<file path="config.mk">
export PLATFORM = sky130hd
export DESIGN_NAME = gate_fault_guard
export DESIGN_NICKNAME = d
export VERILOG_FILES = /design/src/rtl/gfg_pkg.sv /design/src/rtl/gfg_blank.sv /design/src/rtl/gfg_latch.sv /design/src/rtl/gfg_gate.sv /design/src/rtl/gate_fault_guard.sv
export SDC_FILE = /design/constraint.sdc
export NUM_CORES = 1
export LEC_CHECK = 0
export BUFFER_PORTS_ARGS = -buffer_cell sky130_fd_sc_hd__buf_4
export CAP_MARGIN = 20
export CORE_MARGIN = 4
export CORE_UTILIZATION = 40
export CTS_CLUSTER_DIAMETER = 50
export DETAILED_ROUTE_END_ITERATION = 10
export GPL_TIMING_DRIVEN = 0
export PLACE_DENSITY = 0.63
export SLEW_MARGIN = 0
export SYNTH_ARGS = -nofsm -noshare
export SYNTH_HDL_FRONTEND = slang
export SYNTH_SLANG_ARGS = --single-unit
</file>
<file path="constraint.sdc">
create_clock -name clk -period 2.5 [get_ports clk]
set_input_delay 0.375 -clock clk [delete_from_list [all_inputs] [get_ports clk]]
set_output_delay 0.375 -clock clk [all_outputs]
set_load 0.05 [all_outputs]
</file>
<file path="src/rtl/gfg_pkg.sv">
package gfg_pkg;
  typedef enum logic {TRIP_IDLE = 1'b0, TRIP_HELD = 1'b1} trip_t;

  // width of a counter that must hold values 0..n
  function automatic int unsigned cnt_w(input int unsigned n);
    return (n < 2) ? 1 : $clog2(n + 1);
  endfunction
endpackage

</file>
<file path="src/rtl/gfg_blank.sv">
module gfg_blank #(
  parameter int unsigned BLANK_CYCLES = 81
) (
  input  logic clk,
  input  logic rst,
  input  logic oc_i,
  output logic ok_o
);
  localparam int unsigned CW = gfg_pkg::cnt_w(BLANK_CYCLES);
  localparam logic [CW-1:0] LAST = CW'(BLANK_CYCLES - 1);

  logic [CW-1:0] run_q;

  // the flag is accepted once it has been seen on BLANK_CYCLES edges in a row
  always_ff @(posedge clk) begin
    if (rst) begin
      run_q <= '0;
      ok_o  <= 1'b0;
    end else if (!oc_i) begin
      run_q <= '0;
      ok_o  <= 1'b0;
    end else if (run_q == LAST) begin
      ok_o  <= 1'b1;
    end else begin
      run_q <= run_q + 1'b1;
      ok_o  <= 1'b0;
    end
  end
endmodule

</file>
<file path="src/rtl/gfg_latch.sv">
module gfg_latch #(
  parameter int unsigned CLEAR_CYCLES = 225000
) (
  input  logic clk,
  input  logic rst,
  input  logic ok_i,
  input  logic uv_i,
  output logic fault_o
);
  import gfg_pkg::*;
  localparam int unsigned TW = cnt_w(CLEAR_CYCLES);
  localparam logic [TW-1:0] LOAD = TW'(CLEAR_CYCLES);

  trip_t         st_q;
  logic [TW-1:0] tmr_q;
  logic          ok_prev_q;
  logic          cause;
  logic          oc_new;

  assign cause  = ok_i | uv_i;
  assign oc_new = ok_i & ~ok_prev_q;

  always_ff @(posedge clk) begin
    if (rst) begin
      st_q      <= uv_i ? TRIP_HELD : TRIP_IDLE;
      tmr_q     <= '0;
      ok_prev_q <= 1'b0;
    end else begin
      ok_prev_q <= ok_i;
      unique case (st_q)
        TRIP_IDLE: begin
          if (cause) begin
            st_q  <= TRIP_HELD;
            tmr_q <= LOAD;
          end
        end
        TRIP_HELD: begin
          if (oc_new) begin
            tmr_q <= LOAD;
          end else if (tmr_q != '0) begin
            tmr_q <= tmr_q - 1'b1;
          end
          if (!cause && tmr_q == '0) begin
            st_q <= TRIP_IDLE;
          end
        end
        default: st_q <= TRIP_HELD;
      endcase
    end
  end

  assign fault_o = (st_q == TRIP_HELD);
endmodule

</file>
<file path="src/rtl/gfg_gate.sv">
module gfg_gate #(
  parameter int unsigned PHASES = 3
) (
  input  logic              clk,
  input  logic              rst,
  input  logic              en_i,
  input  logic              fault_i,
  input  logic [PHASES-1:0] hi_req_i,
  input  logic [PHASES-1:0] lo_req_i,
  output logic [PHASES-1:0] hi_gate_o,
  output logic [PHASES-1:0] lo_gate_o,
  output logic              soft_off_o
);
  logic pass;
  assign pass = en_i & ~fault_i;

  for (genvar p = 0; p < PHASES; p++) begin : g_leg
    always_ff @(posedge clk) begin
      if (rst) begin
        hi_gate_o[p] <= 1'b0;
        lo_gate_o[p] <= 1'b0;
      end else begin
        hi_gate_o[p] <= hi_req_i[p] & pass;
        lo_gate_o[p] <= lo_req_i[p] & pass;
      end
    end
  end

  always_ff @(posedge clk) begin
    if (rst) soft_off_o <= 1'b0;
    else     soft_off_o <= fault_i;
  end
endmodule

</file>
<file path="src/rtl/gate_fault_guard.sv">
module gate_fault_guard #(
  parameter int unsigned PHASES       = 3,
  parameter int unsigned BLANK_CYCLES = 81,
  parameter int unsigned CLEAR_CYCLES = 225000
) (
  input  logic              clk,
  input  logic              rst,
  input  logic              oc_flag_i,
  input  logic              uv_flag_i,
  input  logic              en_i,
  input  logic [PHASES-1:0] hi_req_i,
  input  logic [PHASES-1:0] lo_req_i,
  output logic [PHASES-1:0] hi_gate_o,
  output logic [PHASES-1:0] lo_gate_o,
  output logic              fault_n_o,
  output logic              soft_off_o
);
  logic oc_ok;
  logic fault;

  gfg_blank #(.BLANK_CYCLES(BLANK_CYCLES)) u_blank (
    .clk  (clk),
    .rst  (rst),
    .oc_i (oc_flag_i),
    .ok_o (oc_ok)
  );

  gfg_latch #(.CLEAR_CYCLES(CLEAR_CYCLES)) u_latch (
    .clk     (clk),
    .rst     (rst),
    .ok_i    (oc_ok),
    .uv_i    (uv_flag_i),
    .fault_o (fault)
  );

  gfg_gate #(.PHASES(PHASES)) u_gate (
    .clk        (clk),
    .rst        (rst),
    .en_i       (en_i),
    .fault_i    (fault),
    .hi_req_i   (hi_req_i),
    .lo_req_i   (lo_req_i),
    .hi_gate_o  (hi_gate_o),
    .lo_gate_o  (lo_gate_o),
    .soft_off_o (soft_off_o)
  );

  assign fault_n_o = ~fault;
endmodule

</file>
# Word level (Yosys, flattened, before mapping)
# Cells that the tools add are included.
[classes]
addsub = 2
eq_ne = 3
mux = 10
bitwise = 12
reduce_logical = 6
[op_table]
columns = ["operator", "count"]
rows = [
  ["$mux 18", 3],
  ["$pmux 18 s2", 1],
  ["$logic_not 18->1", 1],
  ["$reduce_bool 18->1", 1],
  ["$sub 18x1->18 const B", 1],
  ["$and 1x1->1", 8],
  ["$add 7x1->7 const B", 1],
  ["$eq 7x7->1 const B", 1],
  ["$mux 1", 5],
  ["$ne 3x3->1 const B", 1],
  ["$not 1->1", 3],
  ["$ne 2x1->1 const B", 1],
  ["$pmux 1 s2", 1],
  ["$reduce_and 2->1", 1],
  ["$reduce_or 2->1", 1],
  ["$logic_and 1x1->1", 1],
  ["$logic_not 1->1", 1],
  ["$or 1x1->1", 1],
]
[word_totals]
reg_bits = 35
input_bits = 11
output_inout_bits = 8
word_cells = 45

# Logic depth before layout (Yosys ltp)
# Gate-level depths: netlist (run 1).
[depth]
depth_word = 6
ltp_mapped = 8

# Modules after synthesis
# A second synthesis (run 1) with hierarchy kept.
[hier_totals]
hier_cells = 173
hier_area_um2 = 1677.9
[modules_own_cells]
columns = ["mod", "n_inst", "cells_per_inst", "area_each_um2", "seq_area_each_um2"]
rows = [
  ["gfg_latch", 1, 118, 1074.8, 400.4],
  ["gfg_blank", 1, 40, 375.4, 160.2],
  ["gfg_gate", 1, 14, 224.0, 140.1],
  ["gate_fault_guard", 1, 1, 3.8, 0.0],
]

# Worst setup path after synthesis (run 1)
# OpenSTA, ideal clock, no wires.
[synth_path]
kind = "reg-to-reg"
startpoint = "register u_latch.tmr_q[0]"
endpoint = "register u_latch.tmr_q[12]"
setup_time_ns = 0.074
arrival_time_ns = 1.933
required_time_ns = 2.426
setup_slack_ns = 0.493
path_stages_with_launch = 9
path_cell_list = "dfxtp_1 > inv_1 > ha_1 > nor4b_1 > and3_2 > buf_4 > nand2_1 > or4_1 > a31oi_1"
[synth_between]
elab_chain_len = 4
[synth_rtl]
columns = ["item", "line_no", "rtl"]
rows = [
  ["start: declaration", "gfg_latch.sv:15", "logic [TW-1:0] tmr_q;"],
  ["start signal: assignment", "gfg_latch.sv:41", "tmr_q <= tmr_q - 1'b1;"],
  ["$sub 18x1->18", "gfg_latch.sv:41", ""],
  ["$mux 18", "gfg_latch.sv:40", "end else if (tmr_q != '0) begin"],
  ["$mux 18", "gfg_latch.sv:38", "if (oc_new) begin"],
  ["$pmux 18 s2", "gfg_latch.sv:30", "unique case (st_q)"],
]
# Several ways; a longest one is shown, not always the timed one. The select of a mux whose other input is x is not followed.
# A chain may end at the register's enable or synchronous reset.

# Worst setup path in the final report (run 1)
# Same ends and word-level chain as after synthesis.

==> results.cfg, run 1 <==
[clock_network]
clock_sinks = 35
clk-insertion-delay-late_ps = 290
post_cts_resize_count = 0
h-tree-depth = 2
post_cts_setup_inserts = 0
clk_path_buf_depth = 2
clkSlewWorstSetupHoldPaths_ps = 70
cts_hold_buffers = 0
clock_tree.root_cell = sky130_fd_sc_hd__clkbuf_8
cts_buffers = 5
clock_tree_from_tritoncts = done

[timing]
number_of_slew_limit_violations_in_the_final_report = 0
timing.hold.ws_ps = 286.6
setup_total_negative_slack_ps = 0
finClkSkew_ps = 4.820
rsz0062_at_grt = no
timing_hold_violations_final = 0
period_share_pct = 94.07
fmaxAchievable_mhz = 425.2
timing_worst_slew_pin_value_ps = 598.3
setup_viol = 0
final.min_clock_period_ps = 2352
setup_ws_ps = 148.3
relSlewSlack_pct = 59.82

[critical_path]
crit_path_end_kind = flip-flop
timing.setup.critical_path_class = flip-flop to flip-flop
worstPathCellList = inv_1 -> ha_1 -> nor4b_1 -> and3_2 -> buf_4 -> nand2_1 -> or4_1 -> a31oi_1
critPathArrivalTime_ps = 2560
critical_path.max_fanout = 10
worst_r2r_startpoint = u_latch.tmr_q[0]
critical-path-max-stage-delay_ps = 450
worst_ep_required_time_ps = 2710
cp_slowest_cell = sky130_fd_sc_hd__nor4b_1
crit_path_start_kind = flip-flop
startpoint = u_latch.tmr_q[0]

[route]
total_drc_errors_in_the_routed_layout = 0
dr_total_vias = 1440
drt_pass1_iterations = 4
routed_wire_length_mm = 3.458
post_drt_wl_per_cell_um = 12.81
vias_per_cell = 5.333
detailedRoute.firstIterationViolations = 104
antenna_violating_nets_remaining = 0

[min_path]
timing.hold.worst.class = primary input to flip-flop
min-delay-start = lo_req_i[0]

[grt]
track_usage_pct = 14.89
antenna_found_initial = 0
maximum_number_of_pins_on_one_net_before_global_route_repair = 11
first_global_vias = 1387
grt_ovf = 0
first_pass_grt_wire_length_mm = 6.168

[place]
globalplace.congestion = 0.8443
dp_slack_ps = 226.3
portBuffers = 18
dp.cells = 262
dpl.hpwl_mm = 2.469

[floorplan]
die_height_um = 72.45
design.portCount = 19
fp.coreArea_mm2 = 0.004000
floorplan.initialDensity_pct = 41.54
die-area_mm2 = 0.005249
fp.dieW_um = 72.45
fp-row-count = 23

[yosys]
synthTopCellsByArea = sky130_fd_sc_hd__dfxtp_1 42%, sky130_fd_sc_hd__nor2_1 7.0%, sky130_fd_sc_hd__a211oi_1 4.1%
syn_inst = 194
synth_area_per_cell_um2 = 8.565
synth_largest_area_cell = sky130_fd_sc_hd__dfxtp_1
yosys_warnings = 0
mappedNetlistArea_mm2 = 0.001662
sequential_element_share_of_the_synthesized_area_pct = 42.17
ys_async_sr_fraction_pct = 0
yosys.cell_types.count = 45
synth.top_cells.by_count = 35 x sky130_fd_sc_hd__dfxtp_1, 31 x sky130_fd_sc_hd__nor2_1, 11 x sky130_fd_sc_hd__inv_1, 11 x sky130_fd_sc_hd__nand2_1
most_common_cell_in_the_netlist = sky130_fd_sc_hd__dfxtp_1
postSynthNetCount = 208
count_of_flip_flops_with_a_built_in_enable_after_synthesis = 0
synth.ff_latch_count = 35
synthFlopType = sky130_fd_sc_hd__dfxtp_1
post-synth-top-area-fraction_pct = 42.17

[layout]
design.final.nets = 233
drive_above_1_share_pct = 15.45
multi_input_comb_area_um2 = 869.6
final-seq-area_um2 = 700.7
finalNonFillerCells = 270
area_growth_pct = 17.92
total_of_fill_cells_in_the_finished_design = 387
antenna_cells = 0

[power_and_ir_drop]
vdd_ir_drop_max_uv = 401.0
power_leakage_nw = 0.7829
power_density_mw_per_mm2 = 744.8

[status]
run_status = finished, final reports clean

[flow_run]
maxCapViolations = 0
## worst max-delay path, delay by kind of cell (launching register included)
kind	cells	cell delay, ps
buffers and inverters	2	260
DFF	1	350
and+or+nand+nor	4	1260
AOI/OAI and AO/OA	1	180
adders and majority gates	1	230
## cell families (layout without fill, tap and decap cells)
logic type / after synthesis / in the layout / synth area share (%)
buffers and inverters: 17 / 43 / 5.497
XOR/XNOR: 7 / 7 / 3.690
flip-flops: 35 / 35 / 42.17
AND/OR/NAND/NOR: 96 / 96 / 31.03
adder cells (fa/ha/maj): 3 / 3 / 2.259
AO/OA/AOI/OAI: 36 / 36 / 15.36
## final cells by class
class	instances	share of cell area, %
repair buffers	18	6.897
inverters	11	2.107
flip-flops and latches	35	35.76
plain buffers	6	2.554
clock buffers	8	5.109
multi-input cells	142	44.38
well taps	50	3.193
## sequential cells by signal, summed over array words and instances, names as in the netlist
| signal | flops |
|---|---|
| u_blank.ok_o | 1 |
| u_blank.run_q | 7 |
| u_gate.hi_gate_o | 3 |
| u_gate.lo_gate_o | 3 |
| u_gate.soft_off_o | 1 |
| u_latch.fault_o | 1 |
| u_latch.ok_prev_q | 1 |
| u_latch.tmr_q | 18 |
## report_power, final
group	total, W	leakage (nW)	switching, W	internal [W]
clock	0.000450	0.0515	0.000198	0.000251
combinational	0.000341	0.444	0.000200	0.000141
sequential	0.000669	0.287	0.0000591	0.000609
## per-layer routing
| layer | share of wire, % | wire (µm) | track usage, % | vias to the layer above |
|---|---|---|---|---|
| met4 | 1.7 | 59 | 5.943 | 0 |
| met2 | 42 | 1454 | 22.35 | 31 |
| met3 | 5.1 | 175 | 4.709 | 5 |
| met5 | 0 | 0 | 0 | - |
| li1 | - | - | - | 745 |
| met1 | 51 | 1769 | 19.85 | 659 |
## cells in the final DEF (no fill, tap or decap), types with 3 or more instances in the layout
cell / n
sky130_fd_sc_hd__a2111oi_0: 3
sky130_fd_sc_hd__a211oi_1: 9
sky130_fd_sc_hd__a21oi_1: 4
sky130_fd_sc_hd__a31oi_1: 3
sky130_fd_sc_hd__and2_1: 6
sky130_fd_sc_hd__and3_1: 5
sky130_fd_sc_hd__buf_4: 19
sky130_fd_sc_hd__clkbuf_8: 7
sky130_fd_sc_hd__dfxtp_1: 35
sky130_fd_sc_hd__dlygate4sd1_1: 3
sky130_fd_sc_hd__ha_1: 3
sky130_fd_sc_hd__inv_1: 11
sky130_fd_sc_hd__nand2_1: 11
sky130_fd_sc_hd__nand2b_1: 5
sky130_fd_sc_hd__nand3_1: 7
sky130_fd_sc_hd__nand4_1: 3
sky130_fd_sc_hd__nor2_1: 31
sky130_fd_sc_hd__nor3_1: 9
sky130_fd_sc_hd__nor4_1: 6
sky130_fd_sc_hd__o21ai_0: 5
sky130_fd_sc_hd__xnor2_1: 5
## path summary, 6_finish.rpt
check / end / slack (ps) / depth (start not counted)
max reg2reg: u_latch.tmr_q[12] / 150 / 8
min reg2reg: u_latch.tmr_q[3] / 510 / 2
max: u_latch.tmr_q[12] / 150 / 8
min: u_gate.lo_gate_o[0] / 290 / 2
## metrics by stage
step,util (%),power [W],area (µm²)
6_report,48.98,0.001459,1959
5_1_grt,48.98,0.001551,1959
4_1_cts,48.98,0.001476,1959
3_5_place_dp,46.48,0.001018,1859
3_3_place_gp,46.48,0.001018,1859
2_1_floorplan,-,0.0009309,1662
Power figures use the tool's default switching activity.
==> inputs of run 2 (changes only) <==
--- a/config.mk
+++ b/config.mk
@@ -7,6 +7,7 @@
 export LEC_CHECK = 0
 export BUFFER_PORTS_ARGS = -buffer_cell sky130_fd_sc_hd__buf_4
 export CAP_MARGIN = 20
+export CORE_ASPECT_RATIO = 0.9
 export CORE_MARGIN = 4
 export CORE_UTILIZATION = 40
 export CTS_CLUSTER_DIAMETER = 50
==> constraint.sdc (replaced) <==
create_clock -name clk -period 2.35 [get_ports clk]
set_input_delay 0.3525 -clock clk [delete_from_list [all_inputs] [get_ports clk]]
set_output_delay 0.3525 -clock clk [all_outputs]
set_load 0.05 [all_outputs]
==> run 2 against run 1 <==
Net effect: global-route usage down 0.60 points; non-clock buffer count up 2; sequential power up 7.2%; final area up 0.89%; fmax up 9.2%; register-to-register slack better by 50 ps; wire length up 4.9%; sequential share of layout area down 0.32 points; clock skew down 0.57 ps; die area about the same; via count down 1.7%; worst setup slack better by 47 ps; highest routed layer unchanged.
==> results.cfg, run 2 (synthesis gave the netlist of run 1 again) <==
[place]
dp_slack_ps = -2.625
dp.cells = 258
dpl.hpwl_mm = 2.559
detailed_place.area_mm2 = 0.001854
globalplace.congestion = 0.8417
portBuffers = 18

[floorplan]
design.portCount = 19
fp.coreArea_mm2 = 0.003862
floorplan.initialDensity_pct = 43.02
fp-row-count = 21
fp.dieW_um = 75.94
die_height_um = 69.15
die-area_mm2 = 0.005251

[route]
total_drc_errors_in_the_routed_layout = 0
dr_total_vias = 1416
antenna_violating_nets_remaining = 0
routed_wire_length_mm = 3.626
post_drt_wl_per_cell_um = 13.53
drt_pass1_iterations = 4
vias_per_cell = 5.284
detailedRoute.firstIterationViolations = 82

[layout]
reg_top3 = u_latch.tmr_q (18), u_blank.run_q (7)
mostFrequentLayoutCells = 35 x sky130_fd_sc_hd__dfxtp_1, 31 x sky130_fd_sc_hd__nor2_1, 21 x sky130_fd_sc_hd__buf_4
area_growth_pct = 18.98
finalNonFillerCells = 268
layout_commonest_cell = sky130_fd_sc_hd__dfxtp_1
flip_flop_count_of_the_largest_register_all_copies_and_words_added = 18
drive_above_1_share_pct = 17.57
antenna_cells = 0
final_design_area_no_fill_mm2 = 0.001977
design.final.nets = 235
registers.top_by_ff_count = u_latch.tmr_q

[min_path]
timing.hold.worst.class = primary input to flip-flop
min-delay-start = lo_req_i[1]
hold_end = u_gate.lo_gate_o[1]
worst_hold_path.num_cells = 2

[timing]
relSlewSlack_pct = 66.33
final.min_clock_period_ps = 2154
finClkSkew_ps = 4.247
setup_total_negative_slack_ps = 0
timing_worst_slew_pin_value_ps = 492.3
setup_viol = 0
rsz0062_at_grt = no
period_share_pct = 91.68
number_of_slew_limit_violations_in_the_final_report = 0
fmaxAchievable_mhz = 464.2
timing_hold_violations_final = 0
setup_ws_ps = 195.6

[clock_network]
clk_path_buf_depth = 2
clock_tree.root_cell = sky130_fd_sc_hd__clkbuf_8
clkSlewWorstSetupHoldPaths_ps = 80
cts_buffers = 5
clk-insertion-delay-late_ps = 280
h-tree-depth = 2
clock_sinks = 35
cts_hold_buffers = 0
clock_tree_from_tritoncts = done

[grt]
grt_ovf = 0
first_global_vias = 1299
maximum_number_of_pins_on_one_net_before_global_route_repair = 13
first_pass_grt_wire_length_mm = 6.299
antenna_found_initial = 0
track_usage_pct = 14.29

[critical_path]
reg2reg_slack_ps = 200
worstReg2RegEnd = u_latch.tmr_q[15]
crit_path_start_kind = flip-flop
critical_path.max_fanout = 6
r2r_cells = 7
critPathArrivalTime_ps = 2370
timing.setup.critical_path_class = flip-flop to flip-flop
crit_path_end_kind = flip-flop
worst_ep_required_time_ps = 2560
worst_r2r_startpoint = u_latch.tmr_q[0]

[power_and_ir_drop]
vdd_ir_drop_max_uv = 364.3
internal_power_w = 0.001024
power_density_mw_per_mm2 = 780.2
power.net_switching_w = 0.0005186
combPwrFrac_pct = 25.3
power.sequential.fraction_pct = 46.5
power_w = 0.001542
power_leakage_nw = 0.7898
clkPwrFrac_pct = 28.2
p_sw_share_pct = 33.62

[status]
run_status = finished, final reports clean

[flow_run]
maxCapViolations = 0
run 2: changes by cell type in the layout (fill, tap and decap cells not counted), sizes merged:
cell,previous run,this run
clkinv,0,1
clkbuf,8,5
buf,21,23
clkinvlp,0,2
run 2: layer usage:
| layer | part of all wire, % | global-route usage, % | vias up | wire length, µm |
|---|---|---|---|---|
| met5 | 0 | 0 | - | 0 |
| met4 | 0.55 | 4.150 | 0 | 20 |
| met3 | 5.0 | 4.427 | 4 | 182 |
| met2 | 40 | 19.01 | 29 | 1444 |
| met1 | 55 | 21.62 | 629 | 1978 |
| li1 | - | - | 754 | - |
run 2: repair_timing:
item                                    CTS  global route
setup buffers                             0             2
gates resized for setup                   1             2
pin swaps                                 0             1
endpoints found under the setup margin    1             4
run 2: worst max path at each step:
stage                                 from                end  slack, ps
after global routing      u_latch.tmr_q[2]   u_latch.tmr_q[7]         10
final                     u_latch.tmr_q[0]  u_latch.tmr_q[15]        200
after global placement    u_latch.tmr_q[0]  u_latch.tmr_q[12]         20
after floorplan           u_latch.tmr_q[0]  u_latch.tmr_q[12]        340
after detailed placement  u_latch.tmr_q[0]  u_latch.tmr_q[12]         -3
after CTS                 u_latch.tmr_q[0]  u_latch.tmr_q[15]         30
run 2: cell type report:
type	instances	area, µm²
sequential	35	700.7
buffer	6	50.05
inverter	11	41.29
fill	368	1886
timing repair buffer	20	150.1
clock inverter	3	20.02
tap	46	57.56
multi-input combinational	142	888.4
clock buffer	5	68.82
run 2: critical path, cell delays in order, from the launching register on:
cell                      delay (ps)
sky130_fd_sc_hd__dfxtp_1         400
sky130_fd_sc_hd__inv_1            60
sky130_fd_sc_hd__ha_1            250
sky130_fd_sc_hd__nor4b_4         160
sky130_fd_sc_hd__and3_2          270
sky130_fd_sc_hd__a21oi_2         310
sky130_fd_sc_hd__or3b_2          480
sky130_fd_sc_hd__a31oi_1         150
run 2: power by group through the flow:
stage,clock (W),sequential (W),combinational [W]
finish,0.000435,0.000717,0.000391
global placement,0,0.000723,0.000361
detailed placement,0,0.000724,0.000362
floorplan,0,0.000722,0.000269
CTS,0.000448,0.000712,0.000367
global route,0.000472,0.000726,0.000436
run 2: per-stage QoR:
step                utilization, %  hold WS, ps
detailed placement           48.01        492.5
CTS                          50.47        258.1
global route                 51.18        257.7
finish                       51.18        264.1
floorplan                        -        430.5
global placement             48.01        482.8
==> inputs of run 3 (changes only) <==
--- a/config.mk
+++ b/config.mk
@@ -5,6 +5,7 @@
 export SDC_FILE = /design/constraint.sdc
 export NUM_CORES = 1
 export LEC_CHECK = 0
+export ABC_AREA = 1
 export BUFFER_PORTS_ARGS = -buffer_cell sky130_fd_sc_hd__buf_4
 export CAP_MARGIN = 20
 export CORE_ASPECT_RATIO = 0.9
==> run 3 against run 2 <==
Net effect: sequential share of layout area decreased by 2.0 points; critical path depth grew 2; synthesized cell count is 36% higher; flip-flop and latch count did not move; total power increased by 17%; final area grew 5.8%; non-clock buffer count is 6 lower; cell count up 30%; die area rose by 6.1%; worst hold slack improved by 8.9 ps; via count is 15% higher; wire length up 4.7%.
==> results.cfg, run 3 <==
[yosys]
post-synth-top-area-fraction_pct = 39.44
mappedNetlistArea_mm2 = 0.001777
synth_area_per_cell_um2 = 6.730
postSynthNetCount = 278
yosys_warnings = 0
synthFlopType = sky130_fd_sc_hd__dfxtp_1
sequential_element_share_of_the_synthesized_area_pct = 39.44
synth_largest_area_cell = sky130_fd_sc_hd__dfxtp_1
synth.ff_latch_count = 35
count_of_flip_flops_with_a_built_in_enable_after_synthesis = 0
most_common_cell_in_the_netlist = sky130_fd_sc_hd__nand2_1
yosys.cell_types.count = 25
synth.top_cells.by_count = 53 x sky130_fd_sc_hd__nand2_1, 50 x sky130_fd_sc_hd__nor2_1, 40 x sky130_fd_sc_hd__inv_1
ys_async_sr_fraction_pct = 0
syn_inst = 264
synthTopCellsByArea = sky130_fd_sc_hd__dfxtp_1 39%, sky130_fd_sc_hd__nand2_1 11%, sky130_fd_sc_hd__nor2_1 11%

[clock_network]
clock_tree_from_tritoncts = done
cts_buffers = 5
clk-insertion-delay-late_ps = 290
clock_tree.root_cell = sky130_fd_sc_hd__clkbuf_8
clock_sinks = 35
cts_hold_buffers = 0
post_cts_resize_count = 0
clk_path_buf_depth = 2
h-tree-depth = 2
post_cts_setup_inserts = 0
clkSlewWorstSetupHoldPaths_ps = 80

[timing]
rsz0062_at_grt = no
period_share_pct = 77.39
final.min_clock_period_ps = 1819
fmaxAchievable_mhz = 549.8
setup_viol = 0
setup_ws_ps = 531.3
relSlewSlack_pct = 58.73
number_of_slew_limit_violations_in_the_final_report = 0
setup_total_negative_slack_ps = 0
timing_worst_slew_pin_value_ps = 612.6
finClkSkew_ps = 10.75
timing_hold_violations_final = 0

[critical_path]
critPathArrivalTime_ps = 2000
worst_ep_required_time_ps = 2530
cp_slowest_cell = sky130_fd_sc_hd__dfxtp_1
worst_r2r_startpoint = u_latch.tmr_q[0]
critical-path-max-stage-delay_ps = 310
r2r_cells = 9
timing.setup.critical_path_class = flip-flop to flip-flop
crit_path_end_kind = flip-flop
reg2reg_slack_ps = 530
worstReg2RegEnd = u_latch.tmr_q[0]
critical_path.max_fanout = 7
worstPathCellList = inv_1 -> ha_1 -> nand2_2 -> nor2_4 -> nand4_4 -> nand2_4 -> inv_1 -> o21ai_0 -> nor2_1
cpMostUsedCell = sky130_fd_sc_hd__inv_1
crit_path_start_kind = flip-flop

[floorplan]
fp.dieW_um = 78.25
die-area_mm2 = 0.005573
fp.coreArea_mm2 = 0.004184
floorplan.initialDensity_pct = 42.46
die_height_um = 71.23
fp-row-count = 22
design.portCount = 19

[layout]
final-seq-area_um2 = 700.7
registers.top_by_ff_count = u_latch.tmr_q
drive_above_1_share_pct = 12.11
design.final.nets = 302
area_growth_pct = 17.75
layout_commonest_cell = sky130_fd_sc_hd__nand2_1
flip_flop_count_of_the_largest_register_all_copies_and_words_added = 18
total_of_fill_cells_in_the_finished_design = 426
multi_input_comb_area_um2 = 899.6
antenna_cells = 0
mostFrequentLayoutCells = 53 x sky130_fd_sc_hd__nand2_1, 50 x sky130_fd_sc_hd__nor2_1, 40 x sky130_fd_sc_hd__inv_1
reg_top3 = u_latch.tmr_q (18), u_blank.run_q (7)

[grt]
first_global_vias = 1445
grt_ovf = 0
maximum_number_of_pins_on_one_net_before_global_route_repair = 13
antenna_found_initial = 0
first_pass_grt_wire_length_mm = 6.534
track_usage_pct = 14.83

[power_and_ir_drop]
vdd_ir_drop_max_uv = 484.8
power_density_mw_per_mm2 = 861.4
power_w = 0.001802
power_leakage_nw = 0.9839

[route]
dr_total_vias = 1625
drt_pass1_iterations = 4
post_drt_wl_per_cell_um = 10.88
routed_wire_length_mm = 3.798
vias_per_cell = 4.656
detailedRoute.firstIterationViolations = 106
total_drc_errors_in_the_routed_layout = 0
antenna_violating_nets_remaining = 0

[min_path]
worst_hold_path.num_cells = 3
min-delay-start = hi_req_i[1]
timing.hold.worst.class = primary input to flip-flop
hold_end = u_gate.hi_gate_o[1]

[place]
dp_slack_ps = 545.3
dpl.hpwl_mm = 2.865
globalplace.congestion = 0.8138
portBuffers = 17

[status]
run_status = finished, final reports clean

[flow_run]
maxCapViolations = 0
## run 3: worst max path at each step
stage / startpoint / endpoint
final: u_latch.tmr_q[0] / u_latch.tmr_q[0]
after global routing: u_latch.tmr_q[0] / u_latch.tmr_q[10]
after CTS: u_latch.tmr_q[0] / u_latch.tmr_q[0]
after detailed placement: u_latch.tmr_q[0] / u_latch.tmr_q[6]
after global placement: u_latch.tmr_q[0] / u_latch.tmr_q[16]
after floorplan: u_latch.fault_o / u_latch.tmr_q[6]
## run 3: layer usage
metal	wire [µm]	GRT usage, %
met5	0	0
met1	2038	20.70
met4	54	5.243
met3	185	4.146
met2	1519	21.96
## run 3: logic make-up after synthesis
logic type	after synthesis	share of synthesized area [%]
xor+xnor	7	3.451
flops	35	39.44
simple gates	144	35.84
compound gates	30	9.226
buf+inv	45	9.929
fa+ha+maj	3	2.113
## run 3: layout make-up
type	count	share of cell area, %
multi-input combinational	184	43.00
sequential	35	33.49
inverter	42	7.536
timing repair buffer	17	6.100
tap	60	3.589
clock buffer	5	3.289
clock inverter	3	2.093
buffer	3	0.8971
## run 3: critical path, delay by kind of cell, from the launching register on
family                     cells  cell delay [ps]
buffers and inverters          2              280
DFF                            1              310
adders and majority gates      1              240
AOI/OAI and AO/OA              1              180
and+or+nand+nor                5              700
## run 3: through the flow
step	utilization, %	area [µm²]	instances	hold WS, ps
after global placement	47.31	1979	341	461.4
after global routing	50.00	2092	349	269.5
after CTS	50.00	2092	349	264.3
after detailed placement	47.31	1979	341	459.5
after floorplan	-	1777	264	442.1
final	50.00	2092	349	273.0
## run 3: power by group
| group | leakage, nW | internal (W) | switching, W |
|---|---|---|---|
| clock network | 0.0581 | 0.000316 | 0.000229 |
| logic | 0.639 | 0.000188 | 0.000346 |
| registers | 0.287 | 0.000659 | 0.0000649 |
